**config.mk**
```make
export PLATFORM = sky130hd
export DESIGN_NAME = psu_event_irq
export DESIGN_NICKNAME = d
export VERILOG_FILES = /design/src/rtl/psu_irq_pkg.sv /design/src/rtl/psu_sync.sv /design/src/rtl/psu_edge_det.sv /design/src/rtl/psu_sag_qual.sv /design/src/rtl/psu_regs.sv /design/src/rtl/psu_event_irq.sv
export SDC_FILE = /design/constraint.sdc
export NUM_CORES = 1
export LEC_CHECK = 0
export BUFFER_PORTS_ARGS = -buffer_cell sky130_fd_sc_hd__buf_2
export CAP_MARGIN = 10
export CORE_MARGIN = 2
export CORE_UTILIZATION = 59
export CTS_CLUSTER_DIAMETER = 80
export DETAILED_ROUTE_END_ITERATION = 8
export GPL_TIMING_DRIVEN = 0
export PLACE_DENSITY_LB_ADDON = 0.25
export SLEW_MARGIN = 5
export SYNTH_ARGS = -nofsm -noshare
export SYNTH_HDL_FRONTEND = slang
export SYNTH_SLANG_ARGS = --single-unit
```
**constraint.sdc**
```tcl
create_clock -name clk -period 4.6 [get_ports clk]
set_clock_uncertainty 0.05 [all_clocks]
set_input_delay 0.23 -clock clk [delete_from_list [all_inputs] [get_ports clk]]
set_output_delay 0.23 -clock clk [all_outputs]
set_load 0.02 [all_outputs]
```
**src/rtl/psu_irq_pkg.sv**
```systemverilog
package psu_irq_pkg;
  localparam logic [7:0] ADDR_FLAGS  = 8'hF8;
  localparam logic [7:0] ADDR_EN     = 8'hEC;
  localparam logic [7:0] ADDR_CFG    = 8'hF4;
  localparam logic [7:0] ADDR_SAGLVL = 8'hE4;
  localparam logic [7:0] ADDR_SAGCYC = 8'hE5;
  localparam int NUM_EV   = 4;
  localparam int EV_BSO   = 0;
  localparam int EV_RST   = 1;
  localparam int EV_DCL   = 2;
  localparam int EV_SAG   = 3;
  localparam int LIVE_BIT = 6;
endpackage

```
**src/rtl/psu_sync.sv**
```systemverilog
module psu_sync #(
  parameter int W      = 2,
  parameter int STAGES = 2
) (
  input  logic         clk,
  input  logic         rst_n,
  input  logic [W-1:0] din,
  output logic [W-1:0] dout
);
  logic [W-1:0] stg [STAGES];

  always_ff @(posedge clk or negedge rst_n) begin
    if (!rst_n) stg[0] <= '0;
    else        stg[0] <= din;
  end

  for (genvar s = 1; s < STAGES; s++) begin : g_stage
    always_ff @(posedge clk or negedge rst_n) begin
      if (!rst_n) stg[s] <= '0;
      else        stg[s] <= stg[s-1];
    end
  end

  assign dout = stg[STAGES-1];
endmodule

```
**src/rtl/psu_edge_det.sv**
```systemverilog
module psu_edge_det #(
  parameter int W = 2
) (
  input  logic         clk,
  input  logic         rst_n,
  input  logic [W-1:0] lvl,
  output logic [W-1:0] rise,
  output logic [W-1:0] fall
);
  logic [W-1:0] prev_q;

  always_ff @(posedge clk or negedge rst_n) begin
    if (!rst_n) prev_q <= '0;
    else        prev_q <= lvl;
  end

  assign rise = lvl & ~prev_q;
  assign fall = ~lvl & prev_q;
endmodule

```
**src/rtl/psu_sag_qual.sv**
```systemverilog
module psu_sag_qual #(
  parameter int W = 8
) (
  input  logic         clk,
  input  logic         rst_n,
  input  logic         beat,
  input  logic [W-1:0] mag,
  input  logic         zc,
  input  logic [W-1:0] level,
  input  logic [W-1:0] cycles,
  output logic         sag_evt
);
  logic [W-1:0] cnt_q;
  logic         done_q;
  logic [W:0]   cnt_nxt;

  assign cnt_nxt = {1'b0, cnt_q} + {{W{1'b0}}, 1'b1};

  always_ff @(posedge clk or negedge rst_n) begin
    if (!rst_n) begin
      cnt_q   <= '0;
      done_q  <= 1'b0;
      sag_evt <= 1'b0;
    end else begin
      sag_evt <= 1'b0;
      if (beat) begin
        if (mag >= level) begin
          cnt_q  <= '0;
          done_q <= 1'b0;
        end else if (zc && !done_q) begin
          if (cnt_nxt >= {1'b0, cycles}) begin
            sag_evt <= 1'b1;
            done_q  <= 1'b1;
            cnt_q   <= '0;
          end else begin
            cnt_q <= cnt_nxt[W-1:0];
          end
        end
      end
    end
  end
endmodule

```
**src/rtl/psu_regs.sv**
```systemverilog
module psu_regs
  import psu_irq_pkg::*;
#(
  parameter int DW = 8
) (
  input  logic              clk,
  input  logic              rst_n,
  input  logic [7:0]        addr,
  input  logic              wr,
  input  logic [DW-1:0]     wdata,
  output logic [DW-1:0]     rdata,
  input  logic [NUM_EV-1:0] evt,
  input  logic              live,
  output logic [NUM_EV-1:0] flags,
  output logic [NUM_EV-1:0] en,
  output logic [DW-1:0]     sag_level,
  output logic [DW-1:0]     sag_cycles
);
  localparam int PADW = DW - NUM_EV;

  logic flag_wr;
  assign flag_wr = wr && (addr == ADDR_FLAGS);

  for (genvar i = 0; i < NUM_EV; i++) begin : g_flag
    always_ff @(posedge clk or negedge rst_n) begin
      if (!rst_n)                 flags[i] <= 1'b0;
      else if (evt[i])            flags[i] <= 1'b1;
      else if (flag_wr && !wdata[i]) flags[i] <= 1'b0;
    end
  end

  always_ff @(posedge clk or negedge rst_n) begin
    if (!rst_n) begin
      en         <= '0;
      sag_level  <= '0;
      sag_cycles <= '0;
    end else if (wr) begin
      if (addr == ADDR_EN)     en         <= wdata[NUM_EV-1:0];
      if (addr == ADDR_SAGLVL) sag_level  <= wdata;
      if (addr == ADDR_SAGCYC) sag_cycles <= wdata;
    end
  end

  always_comb begin
    rdata = '0;
    case (addr)
      ADDR_FLAGS:  rdata = {{PADW{1'b0}}, flags};
      ADDR_EN:     rdata = {{PADW{1'b0}}, en};
      ADDR_CFG:    rdata[LIVE_BIT] = live;
      ADDR_SAGLVL: rdata = sag_level;
      ADDR_SAGCYC: rdata = sag_cycles;
      default:     rdata = '0;
    endcase
  end
endmodule

```
**src/rtl/psu_event_irq.sv**
```systemverilog
module psu_event_irq
  import psu_irq_pkg::*;
#(
  parameter int DW          = 8,
  parameter int SYNC_STAGES = 2
) (
  input  logic          clk,
  input  logic          rst_n,
  input  logic [7:0]    bus_addr,
  input  logic          bus_wr,
  input  logic [DW-1:0] bus_wdata,
  output logic [DW-1:0] bus_rdata,
  input  logic          rail_on_batt,
  input  logic          dcin_low,
  input  logic          smp_valid,
  output logic          smp_ready,
  input  logic [DW-1:0] smp_mag,
  input  logic          smp_zc,
  output logic          irq
);
  localparam int NSYNC = 2;

  logic [NSYNC-1:0]  lvl_s, lvl_rise, lvl_fall;
  logic              live_q;
  logic              sag_evt;
  logic [NUM_EV-1:0] evt;
  logic [NUM_EV-1:0] flags_q, en_q;
  logic [DW-1:0]     sag_level, sag_cycles;

  psu_sync #(.W(NSYNC), .STAGES(SYNC_STAGES)) u_sync (
    .clk(clk), .rst_n(rst_n), .din({dcin_low, rail_on_batt}), .dout(lvl_s)
  );

  psu_edge_det #(.W(NSYNC)) u_edge (
    .clk(clk), .rst_n(rst_n), .lvl(lvl_s), .rise(lvl_rise), .fall(lvl_fall)
  );

  assign smp_ready = 1'b1;

  psu_sag_qual #(.W(DW)) u_sag (
    .clk(clk), .rst_n(rst_n), .beat(smp_valid && smp_ready), .mag(smp_mag),
    .zc(smp_zc), .level(sag_level), .cycles(sag_cycles), .sag_evt(sag_evt)
  );

  assign live_q       = lvl_s[0];
  assign evt[EV_BSO]  = lvl_rise[0];
  assign evt[EV_RST]  = lvl_fall[0];
  assign evt[EV_DCL]  = lvl_rise[1];
  assign evt[EV_SAG]  = sag_evt;

  psu_regs #(.DW(DW)) u_regs (
    .clk(clk), .rst_n(rst_n), .addr(bus_addr), .wr(bus_wr), .wdata(bus_wdata),
    .rdata(bus_rdata), .evt(evt), .live(live_q), .flags(flags_q), .en(en_q),
    .sag_level(sag_level), .sag_cycles(sag_cycles)
  );

  assign irq = |(flags_q & en_q);
endmodule

```
After elaboration in Yosys (flattened, before gate mapping). Index checks and enable logic that the tools add are counted.

Register bits: 40. Input port bits: 31. Word-level logic and storage cells: 70.

Add/subtract/negate cells: 1. Magnitude comparators: 2. Equality and inequality tests: 5. Multiplexer cells: 21. Bitwise operators: 5. Reduce and logical (&&, ||, !) cells: 23.

Operator list (count): $eq 8x8->1 const B (5); $mux 8 (3); $pmux 6 s4 (1); $mux 1 (15); $reduce_bool 2->1 (6); $add 8x1->9 const B (1); $ge 9x8->1 (1); $ge 8x8->1 (1); $reduce_and 2->1 (4); $logic_and 1x1->1 (6); $logic_not 1->1 (5); $and 4x4->4 (1); $reduce_or 4->1 (1); $pmux 1 s3 (1); $reduce_and 3->1 (1); $and 2x2->2 (1); $not 2->2 (1); $pmux 1 s2 (1); $and 1x1->1 (1); $not 1->1 (1).

Depth between registers and ports, before layout. Gate-level depths: netlist of the first run.

Depth in word-level cells: 6. Depth in mapped cells: 11.

Hierarchy. A second synthesis of the first run with hierarchy kept.

Cell total of the unflattened synthesis: 214. Area, all modules: 2424.8 sq um.

By module, submodules not included: psu_regs (times used 1, cells an instance 96, area an instance 1217.4 sq um, sequential area each 600.6 sq um); psu_sag_qual (times used 1, cells an instance 101, area an instance 977.2 sq um, sequential area each 250.2 sq um); psu_sync (times used 1, cells an instance 6, area an instance 115.1 sq um, sequential area each 100.1 sq um); psu_edge_det (times used 1, cells an instance 6, area an instance 85.1 sq um, sequential area each 50.0 sq um); psu_event_irq (times used 1, cells an instance 5, area an instance 30.0 sq um, sequential area each 0.0 sq um).

Worst setup path after synthesis of the first run. No wires, ideal clock.

Path type: register to register. Start: register u_sag.cnt_q[0]. End: register u_sag.cnt_q[4]. Data arrival time: 2.199 ns. Slack: 2.285 ns. Cell stages (with the launch flop): 11. Clock period less this slack: 2.315 ns. Cell sequence: dfrtp_1 > ha_1 > nand3_1 > xnor2_1 > ha_1 > a211oi_1 > nand2_1 > a211oi_1 > and2_1 > and3_1 > a22o_1.

Cells in the longest elaborated chain, start to end: 5.

RTL lines: from (decl) (RTL line psu_sag_qual.sv:13) `logic [W-1:0] cnt_q;`; from (signal assigned) (RTL line psu_sag_qual.sv:36) `cnt_q <= cnt_nxt[W-1:0];`; $add 8x1->9 (*) (RTL line psu_sag_qual.sv:17) `assign cnt_nxt = {1'b0, cnt_q} + {{W{1'b0}}, 1'b1};`; $ge 9x8->1 (RTL line psu_sag_qual.sv:31) `if (cnt_nxt >= {1'b0, cycles}) begin`; $mux 8 (*) (RTL line psu_sag_qual.sv:31); $mux 8 (*) (RTL line psu_sag_qual.sv:30) `end else if (zc && !done_q) begin`; $mux 8 (*) (RTL line psu_sag_qual.sv:27) `if (mag >= level) begin`.

Mark *: on every way between the ends. The rest lies on a longest branch, timed or not. The select of a mux whose other input is x is not followed. A chain may end at the register's enable or synchronous reset.

Worst setup path in the final report of the first run.
Start: register u_sag.cnt_q[0]. End: register u_sag.cnt_q[3].

The elaborated chain is that of the path after synthesis.

==> results of run 1 <==
## Yosys cell counts (all sizes together) (5+ instances only)
master and instances:
a21oi 5, ha 17, nor2 6, mux2 20, dfrtp 40, nand2 24
inv 20, a22o 7, o21ai 11
## metal layers
metal  wire length, µm  up-vias  share of wire
li1                  -      825              -
met1              2020      813           0.47
met2              2020       40           0.47
met3               182        8          0.043
met4                61        0          0.014
met5                 0        -              0
## critical path: cells and delay by family (launching register included)
family | cells | cell delay, ns
DFF | 1 | 0.45
and+or+nand+nor | 4 | 0.72
xor gates and xnor gates | 1 | 0.22
adders and majority gates | 2 | 0.53
AOI/OAI and AO/OA | 3 | 0.74
## worst min path at each step
| stage | to | slack (ns) |
|---|---|---|
| after floorplan | u_edge.prev_q[0] | -0.12 |
| after global placement | u_sync.dout[0] | 0.28 |
| after detailed placement | u_sync.dout[0] | 0.29 |
| final | u_regs.sag_cycles[0] | -0.003 |
| after global routing | u_regs.flags[1] | 0.07 |
| after CTS | u_regs.sag_cycles[0] | 0.03 |
## what timing repair did
| action | CTS | global route |
|---|---|---|
| endpoints found under the setup margin | 0 | 0 |
| gates resized for setup | 0 | 0 |
| hold buffers | 2 | 0 |
| endpoints found under the hold margin | 2 | 0 |
## sequential cells by signal, summed over array words and instances, names as in the netlist
| register | flops |
|---|---|
| u_sag.cnt_q | 8 |
| u_sag.done_q | 1 |
| u_sync.stg | 2 |
| u_edge.prev_q | 2 |
| u_regs.sag_cycles | 8 |
| u_regs.en | 4 |
| u_regs.sag_level | 8 |
| u_sync.dout | 2 |
| u_regs.flags | 4 |
| u_sag.sag_evt | 1 |
## layout make-up
cell class                 instances  area [µm²]
buffer                             2        12.5
multi-input combinational        142        1130
sequential                        40        1000
tap                               48        60.1
inverter                          20        75.1
clock inverter                     1        5.00
fill                             299        1070
clock buffer                       6        72.6
timing repair buffer              40         210
## logic make-up (layout without fill, tap and decap cells)
group	count (synthesis)	count (layout)	synth area share
buffers and inverters	22	69	0.0395
xor gates and xnor gates	3	3	0.0119
AOI/OAI and AO/OA	42	42	0.140
DFF	40	40	0.452
and+or+nand+nor	58	58	0.153
other	1	1	0.00169
adders and majority gates	17	17	0.0960
muxes	21	21	0.106
## power groups by stage
| stage | clock network, µW | registers, µW | logic, µW |
|---|---|---|---|
| floorplan | 0 | 380 | 48.0 |
| global placement | 0 | 383 | 79.8 |
| detailed placement | 0 | 384 | 82.5 |
| CTS | 224 | 377 | 84.3 |
| global route | 238 | 379 | 94.3 |
| finish | 219 | 377 | 82.9 |
## metrics by stage
step | total power (µW) | cells
after floorplan | 428 | 204
after global placement | 463 | 290
after detailed placement | 466 | 290
after CTS | 685 | 299
after global routing | 711 | 299
final | 679 | 299
==> flow_metrics.py, run 1 <==
metrics = {
    "drt": {
        "routedWlPerCell_um": 14.3,
        "drc": 0,
        "vias_per_cell": 5.64,
        "drtIter0Drc": 116,
        "drtPass1Iterations": 4,
        "via_count": 1686,
        "routed_wl_mm": 4.28,
        "antenna_left": 0,
    },
    "grt": {
        "grt_use_met2": 0.381,
        "antenna_found_initial": 0,
        "grt_pass1_vias": 1634,
        "gr-total-overflow": 0,
        "met1_usage": 0.296,
        "grt_use_met3": 0.0411,
        "gr-usage-all-layers": 0.229,
        "top_usage_layer": "met2",
        "grt_pass1_wl_mm": 7.33,
        "grt_max_degree": 41,
    },
    "clock_tree": {
        "cts_sinks": 40,
        "cts_tree": "built",
        "numCtsBuffers": 5,
        "clock_latency_ns": 0.29,
        "htreeDepth": 2,
        "root_buffer": "clkbuf_8",
        "clockBufferDepth": 2,
        "cts_setup_buffers": 0,
        "cts.clk_slew.worst_paths_ns": 0.08,
    },
    "timing": {
        "layout_setup_ws_ns": 1.82,
        "finalMaxSlewViolations": 0,
        "tns_ns": 0,
        "max_freq_mhz": 360,
        "finalHoldViolCount": 1,
        "worst_pin_slew_ns": 0.859,
        "setup_violations": 0,
        "whs_ns": -0.00285,
        "relSlewSlack": 0.427,
        "timing.final.crit_period_ns": 2.78,
        "rsz0062_at_grt": "false",
        "fin_crit_sh": 0.604,
    },
    "critical_path": {
        "crit_chain": "ha_1 -> nand3_1 -> xnor2_1 -> ha_1 -> a211oi_1 -> nand2_1 -> a211oi_1 -> and2_1 -> and3_1 -> a22o_1",
        "worst_setup_path_end_kind": "flop",
        "r2r_start": "u_sag.cnt_q[0]",
        "critPathKind": "reg2reg",
        "cp-startpoint": "u_sag.cnt_q[0]",
        "rrSetupSlack_ns": 1.82,
        "cp.arrival_ns": 2.95,
        "reg2reg_depth": 10,
        "cp_slowest_cell": "dfrtp_1",
        "crit_end": "u_sag.cnt_q[3]",
        "worst_setup_path_start_kind": "flop",
        "cp.required_ns": 4.78,
        "r2r-end": "u_sag.cnt_q[3]",
        "path_max_fanout": 6,
        "max_stage_delay_ns": 0.45,
    },
    "cells_and_area": {
        "mostFrequentLayoutCell": "dfrtp_1",
        "layout_common_cells": "dfrtp_1, buf_2, nand2_1",
        "nets": 299,
        "area_growth_pct": 15.7,
        "final_cell_area_um2": 2560,
        "final_util": 0.706,
        "antennaDiodeCount": 0,
        "drive_gt1_frac": 0.319,
    },
    "power_and_ir_drop": {
        "pwr-share-clk": 0.322,
        "swShare": 0.253,
        "netSwitchingPower_uw": 172,
        "irDropWorstVdd_mv": 0.202,
        "powerDensity_nw_per_um2": 265,
        "power.internal_uw": 507,
        "p_leak_uw": 0.00132,
        "pwr-share-seq": 0.555,
        "combPwrFrac": 0.122,
    },
    "placed_design": {
        "post-place-ws_ns": 1.85,
        "dp_hpwl_mm": 3.34,
        "port_buffers": 38,
        "routabilityCongestion": 0.833,
        "placed_area_um2": 2470,
    },
    "logic_synthesis": {
        "avgSynthCellArea_um2": 10.9,
        "ys_ff_latch": 40,
        "synth_ff_type": "dfrtp_1",
        "syn_inst": 204,
        "synth_seq_area_share": 0.452,
        "syn-cell-area_um2": 2220,
        "yosys-top-cells-area": "dfrtp_1, mux2_2, ha_1, nand2_1, inv_1",
        "yosysTopAreaCell": "dfrtp_1",
        "ys.warnings.count": 0,
        "yosys.area.top_type_share": 0.452,
        "syn-num-nets": 252,
        "async_flop_share": 1.00,
        "synth_edf_count": 0,
        "yosysUniqueCellTypes": 45,
    },
    "die": {
        "die_area_um2": 4260,
        "initial_core_util": 0.610,
        "io-pin-count": 41,
        "dieHeight_um": 65.3,
        "die_width_um": 65.3,
        "rows": 22,
        "core_area_um2": 3630,
    },
    "outcome": {
        "violations": "negative hold slack",
        "status": "finished with violations",
    },
    "worst_hold_path": {
        "hp-class": "in2async",
    },
    "job": {
        "max_cap_viol_count": 0,
    },
}
Note: power is estimated with default switching activity, not from simulation.
==> run 2: changes to the inputs <==
--- a/config.mk
+++ b/config.mk
@@ -5,10 +5,11 @@
 export SDC_FILE = /design/constraint.sdc
 export NUM_CORES = 1
 export LEC_CHECK = 0
+export ABC_AREA = 1
 export BUFFER_PORTS_ARGS = -buffer_cell sky130_fd_sc_hd__buf_2
 export CAP_MARGIN = 10
 export CORE_MARGIN = 2
-export CORE_UTILIZATION = 59
+export CORE_UTILIZATION = 56
 export CTS_CLUSTER_DIAMETER = 80
 export DETAILED_ROUTE_END_ITERATION = 8
 export GPL_TIMING_DRIVEN = 0
==> constraint.sdc (replaced) <==
create_clock -name clk -period 2.9 [get_ports clk]
set_clock_uncertainty 0.05 [all_clocks]
set_input_delay 0.145 -clock clk [delete_from_list [all_inputs] [get_ports clk]]
set_output_delay 0.145 -clock clk [all_outputs]
set_load 0.02 [all_outputs]
==> run 2 against run 1 <==
Effect of this change: the flow now finishes without violations; die area is 10% higher; combinational power grew to 2.8 times the previous value; utilization is 2.3 points lower; critical endpoint is now u_sag.sag_evt; largest cell class unchanged; largest power group unchanged.
==> flow_metrics.py, run 2 <==
metrics = {
    "drt": {
        "routedWlPerCell_um": 12.9,
        "via_count": 1929,
        "drtPass1Iterations": 4,
        "drtIter0Drc": 108,
        "routed_wl_mm": 4.80,
        "antenna_left": 0,
        "drc": 0,
        "vias_per_cell": 5.17,
    },
    "placed_design": {
        "port_buffers": 39,
        "dp_hpwl_mm": 3.59,
        "placed_area_um2": 2590,
        "routabilityCongestion": 0.832,
    },
    "logic_synthesis": {
        "ys.warnings.count": 0,
        "yosys-top-cells-area": "dfrtp_1, nand2_1, ha_1, inv_1, o21ai_0",
        "yosysUniqueCellTypes": 37,
        "syn_inst": 273,
        "avgSynthCellArea_um2": 8.55,
        "synth_ff_type": "dfrtp_1",
        "synth_xor_area_frac": 0.0225,
        "synth_compound_area_frac": 0.114,
        "synthTopCellsByCount": "nand2_1, inv_1, dfrtp_1",
        "yosysTopAreaCell": "dfrtp_1",
        "synth_seq_area_share": 0.429,
        "synthMuxAreaShare": 0.00643,
        "yosys.area.top_type_share": 0.429,
        "syn-cell-area_um2": 2330,
        "yosys.cell_count.top_type": "nand2_1",
        "yosys.area_share.adder": 0.0912,
        "synth_top_family_by_area": "simple AND/OR/NAND/NOR gates",
        "ys_ff_latch": 40,
        "yosys.area_share.simple": 0.241,
        "async_flop_share": 1.00,
        "synth_edf_count": 0,
        "syn-num-nets": 321,
    },
    "cells_and_area": {
        "antennaDiodeCount": 0,
        "final_util": 0.682,
        "layout_common_cells": "nand2_1, inv_1, dfrtp_1",
        "drive_gt1_frac": 0.217,
        "nets": 370,
        "fill_cells": 332,
        "seqCellArea_um2": 1000,
        "final_cell_area_um2": 2730,
        "top_regs": "u_regs.sag_cycles (8), u_regs.sag_level (8), u_sag.cnt_q (8)",
        "multi_input_area_um2": 1110,
        "mostFrequentLayoutCell": "nand2_1",
        "area_growth_pct": 16.9,
    },
    "outcome": {
        "status": "finished clean",
    },
    "timing": {
        "worst_pin_slew_ns": 0.876,
        "fin_crit_sh": 0.862,
        "max_freq_mhz": 400,
        "tns_ns": 0,
        "finalMaxSlewViolations": 0,
        "timing.final.crit_period_ns": 2.50,
        "finalHoldViolCount": 0,
        "rsz0062_at_grt": "false",
        "setup_violations": 0,
        "relSlewSlack": 0.416,
    },
    "clock_tree": {
        "post_cts_resized": 0,
        "root_buffer": "clkbuf_8",
        "htreeDepth": 2,
        "numCtsBuffers": 5,
        "ctsHoldBuffers": 3,
        "clock_latency_ns": 0.29,
        "cts_sinks": 40,
        "cts_setup_buffers": 0,
        "cts_tree": "built",
        "cts.clk_slew.worst_paths_ns": 0.07,
        "clockBufferDepth": 2,
    },
    "grt": {
        "gr-total-overflow": 0,
        "grt_use_met3": 0.0536,
        "grt_max_degree": 41,
        "top_usage_layer": "met2",
        "met1_usage": 0.328,
        "grt_use_met2": 0.407,
        "gr-usage-all-layers": 0.248,
        "grt_pass1_vias": 1897,
        "grt_pass1_wl_mm": 8.49,
        "antenna_found_initial": 0,
    },
    "power_and_ir_drop": {
        "irDropWorstVdd_mv": 0.318,
        "combPwrFrac": 0.172,
        "swShare": 0.278,
        "powerDensity_nw_per_um2": 484,
        "power.internal_uw": 954,
        "pwr-share-seq": 0.487,
        "pwr-share-clk": 0.340,
        "p_leak_uw": 0.00155,
        "netSwitchingPower_uw": 367,
    },
    "critical_path": {
        "cp-startpoint": "u_sag.cnt_q[0]",
        "worst_setup_path_start_kind": "flop",
        "critPathKind": "reg2reg",
        "r2r-end": "u_sag.sag_evt",
        "crit_end": "u_sag.sag_evt",
        "worst_setup_path_end_kind": "flop",
        "rrSetupSlack_ns": 0.40,
        "r2r_start": "u_sag.cnt_q[0]",
        "cp.arrival_ns": 2.63,
        "cp.required_ns": 3.04,
        "reg2reg_depth": 10,
        "path_max_fanout": 9,
    },
    "die": {
        "initial_core_util": 0.583,
        "die_width_um": 68.6,
        "core_area_um2": 4000,
        "die_area_um2": 4700,
        "io-pin-count": 41,
        "rows": 23,
        "dieHeight_um": 68.6,
    },
    "job": {
        "max_cap_viol_count": 0,
    },
    "worst_hold_path": {
        "hp-class": "in2reg",
    },
}
run 2: changes by cell type after synthesis, sizes merged, moves of 7 or more:
cell,previous run,this run
a22o,7,0
inv,20,48
mux2,20,1
nand2,24,74
nand4,4,12
nor2,6,13
o21ai,11,25
run 2: how the worst min path moves through the flow:
stage,startpoint,slack (ns),end,cells after the start
6_report,bus_wdata[6],0.02,u_regs.sag_level[6],3
5_1_grt,bus_wdata[7],0.02,u_regs.sag_level[7],3
4_1_cts,bus_wdata[7],0.02,u_regs.sag_level[7],3
3_5_place_dp,rail_on_batt,0.20,u_sync.stg[2],1
3_3_place_gp,rail_on_batt,0.20,u_sync.stg[2],1
2_1_floorplan,rst_n,-0.20,u_edge.prev_q[0],0
run 2: layer usage:
metal | wire [µm] | vias up
li1 | - | 985
met1 | 2260 | 888
met2 | 2230 | 51
met3 | 260 | 5
met4 | 61 | 0
met5 | 0 | -
run 2: through the flow:
stage | hold WS [ns] | setup slack, ns | total power [µW] | cells
2_1_floorplan | -0.201 | 0.848 | 797 | 273
3_3_place_gp | 0.203 | 0.569 | 867 | 362
3_5_place_dp | 0.205 | 0.534 | 882 | 362
4_1_cts | 0.0150 | 0.399 | 1330 | 373
5_1_grt | 0.0220 | 0.210 | 1410 | 373
6_report | 0.0187 | 0.401 | 1320 | 373
run 2: power groups by stage:
stage          combinational [µW]  sequential [µW]  clock (µW)
2_1_floorplan                 153              644           0
3_3_place_gp                  216              651           0
3_5_place_dp                  228              654           0
4_1_cts                       232              644         457
5_1_grt                       275              651         481
6_report                      228              644         450
run 2: final cells by class:
cell class	instances	share of cell area
Buffer	3	0.0142
Clock buffer	6	0.0266
Clock inverter	2	0.0128
Inverter	48	0.0660
Multi-Input combinational cell	182	0.408
Sequential cell	40	0.367
Tap cell	50	0.0229
Timing Repair Buffer	42	0.0825
run 2: cell families (layout without fill, tap and decap cells):
kind of cell,Yosys count,count (layout)
and+or+nand+nor,113,113
buffers and inverters,51,101
AOI/OAI and AO/OA,44,44
DFF,40,40
adders and majority gates,17,17
xor gates and xnor gates,6,6
other,1,1
muxes,1,1
run 2: critical path: stages, from the launching register on:
cell     delay, ns
dfrtp_1       0.43
ha_1          0.21
nand3_1       0.14
nor2_1        0.24
xor2_1        0.27
ha_1          0.30
a21oi_1       0.15
nand2_1       0.06
nand2_1       0.23
nand2_1       0.14
and2_1        0.17
==> run 3: changes to the inputs <==
--- a/config.mk
+++ b/config.mk
@@ -5,11 +5,11 @@
 export SDC_FILE = /design/constraint.sdc
 export NUM_CORES = 1
 export LEC_CHECK = 0
-export ABC_AREA = 1
+export ABC_AREA = 0
 export BUFFER_PORTS_ARGS = -buffer_cell sky130_fd_sc_hd__buf_2
 export CAP_MARGIN = 10
 export CORE_MARGIN = 2
-export CORE_UTILIZATION = 56
+export CORE_UTILIZATION = 55
 export CTS_CLUSTER_DIAMETER = 80
 export DETAILED_ROUTE_END_ITERATION = 8
 export GPL_TIMING_DRIVEN = 0
==> constraint.sdc (replaced) <==
create_clock -name clk -period 2.7 [get_ports clk]
set_clock_uncertainty 0.05 [all_clocks]
set_input_delay 0.135 -clock clk [delete_from_list [all_inputs] [get_ports clk]]
set_output_delay 0.135 -clock clk [all_outputs]
set_load 0.02 [all_outputs]
==> run 3 against run 2 <==
Effect of this change: hold slack worse by 0.0048 ns; global-route usage down 3.8 points; register-to-register slack worse by 0.28 ns; largest cell class unchanged; cell count shrank 18%; total power rose by 2.5%; largest power group unchanged; combinational power shrank 34%; highest routed layer unchanged; critical path depth is the same.
==> flow_metrics.py, run 3 (synthesized netlist as in run 1, its figures left out) <==
metrics = {
    "outcome": {
        "status": "finished clean",
    },
    "drt": {
        "via_count": 1705,
        "vias_per_cell": 5.55,
        "drtIter0Drc": 79,
        "antenna_left": 0,
        "drc": 0,
        "routed_wl_mm": 4.48,
        "drtPass1Iterations": 4,
        "routedWlPerCell_um": 14.6,
    },
    "timing": {
        "relSlewSlack": 0.403,
        "worst_pin_slew_ns": 0.895,
        "finalHoldViolCount": 0,
        "fin_crit_sh": 0.954,
        "timing.final.crit_period_ns": 2.57,
        "finalMaxSlewViolations": 0,
        "setup_violations": 0,
        "tns_ns": 0,
        "max_freq_mhz": 388,
    },
    "die": {
        "core_area_um2": 3940,
        "initial_core_util": 0.562,
        "rows": 23,
        "dieHeight_um": 67.5,
        "die_area_um2": 4550,
        "io-pin-count": 41,
        "die_width_um": 67.5,
    },
    "power_and_ir_drop": {
        "powerDensity_nw_per_um2": 504,
        "p_leak_uw": 0.00138,
        "irDropWorstVdd_mv": 0.386,
    },
    "cells_and_area": {
        "instances_no_fill": 307,
        "multi_input_area_um2": 1150,
        "nets": 305,
        "mostFrequentLayoutCell": "dfrtp_1",
        "fill_cells": 318,
        "seqCellArea_um2": 1000,
        "final_util": 0.682,
        "layout_common_cells": "dfrtp_1, buf_2, nand2_1",
        "antennaDiodeCount": 0,
        "area_growth_pct": 21.3,
        "drive_gt1_frac": 0.362,
        "top_regs": "u_regs.sag_cycles (8), u_regs.sag_level (8), u_sag.cnt_q (8)",
    },
    "clock_tree": {
        "cts_tree": "built",
        "numCtsBuffers": 5,
        "cts_sinks": 40,
        "cts.clk_slew.worst_paths_ns": 0.07,
        "clockBufferDepth": 2,
        "clock_latency_ns": 0.28,
        "htreeDepth": 2,
        "root_buffer": "clkbuf_8",
    },
    "grt": {
        "gr-usage-all-layers": 0.210,
        "grt_pass1_wl_mm": 7.11,
        "antenna_found_initial": 0,
        "gr-total-overflow": 0,
        "grt_pass1_vias": 1606,
        "grt_max_degree": 41,
    },
    "worst_hold_path": {
        "hp-class": "in2reg",
        "hold_depth": 2,
    },
    "critical_path": {
        "cp.required_ns": 2.87,
        "cp.arrival_ns": 2.75,
        "max_stage_delay_ns": 0.40,
        "reg2reg_depth": 10,
        "crit_chain": "ha_2 -> nand3_1 -> xnor2_2 -> ha_1 -> a211oi_1 -> nand2_1 -> a211oi_2 -> and2_4 -> and3_2 -> a22o_1",
        "worst_setup_path_start_kind": "flop",
        "critPathKind": "reg2reg",
        "cp_slowest_cell": "dfrtp_2",
        "worst_setup_path_end_kind": "flop",
        "path_max_fanout": 5,
    },
    "placed_design": {
        "dp_hpwl_mm": 3.36,
        "routabilityCongestion": 0.797,
        "dp.cells": 292,
        "port_buffers": 38,
    },
    "job": {
        "max_cap_viol_count": 0,
    },
}
-- run 3: timing repair --
action                                  CTS  global route
pin swaps                                 0             2
hold buffers                              3             0
endpoints found under the hold margin    42             0
buffers inserted                          0             5
resized for setup                         2             6
endpoints found under the setup margin    4            10
-- run 3: cell type report --
cell class / count / share of cell area
multi-input combinational: 142 / 0.427
sequential: 40 / 0.373
timing repair buffer: 46 / 0.0959
inverter: 20 / 0.0279
clock buffer: 5 / 0.0256
tap: 50 / 0.0233
clock inverter: 2 / 0.0223
buffer: 2 / 0.00466
-- run 3: worst max-delay path, delay by kind of cell, from the launching register on --
family,cells,cell delay [ns]
XOR/XNOR,1,0.23
flip-flops,1,0.40
AND/OR/NAND/NOR,4,0.67
AO/OA/AOI/OAI,3,0.64
adder cells (fa/ha/maj),2,0.50
-- run 3: metal layers --
metal / up-vias / GRT usage / part of all wire
li1: 837 / - / -
met4: 0 / 0.0383 / 0.0058
met2: 41 / 0.371 / 0.49
met5: - / 0 / 0
met3: 4 / 0.0450 / 0.039
met1: 823 / 0.267 / 0.47
-- run 3: worst paths after layout --
kind,start,to,slack (ns)
min in group asynchronous,rst_n,u_sync.stg[2],0.46
setup / recovery,u_sag.cnt_q[0],u_sag.cnt_q[1],0.13
hold reg to reg,u_sync.stg[2],u_sync.dout[0],0.30
hold / removal,smp_valid,u_sag.done_q,0.01
setup reg to reg,u_sag.cnt_q[0],u_sag.cnt_q[1],0.13
max in group asynchronous,rst_n,u_sag.cnt_q[0],1.52
-- run 3: stage by stage --
stage / hold WS [ns] / total power (µW) / instance area [µm²] / setup slack, ns
3_3_place_gp: 0.194 / 789 / 2470 / 0.0471
3_5_place_dp: 0.195 / 794 / 2470 / -0.0133
4_1_cts: 0.00927 / 1360 / 2640 / 0.0321
6_report: 0.0140 / 1350 / 2690 / 0.125
2_1_floorplan: -0.211 / 729 / 2220 / 0.385
5_1_grt: 0.0151 / 1410 / 2690 / -0.0320
-- run 3: power breakdown --
part / leakage (µW) / internal [µW] / switching (µW)
combinational: 0.000799 / 70.6 / 79.7
clock: 0.0000642 / 364 / 198
sequential: 0.000518 / 623 / 18.2
total: 0.00138 / 1060 / 296
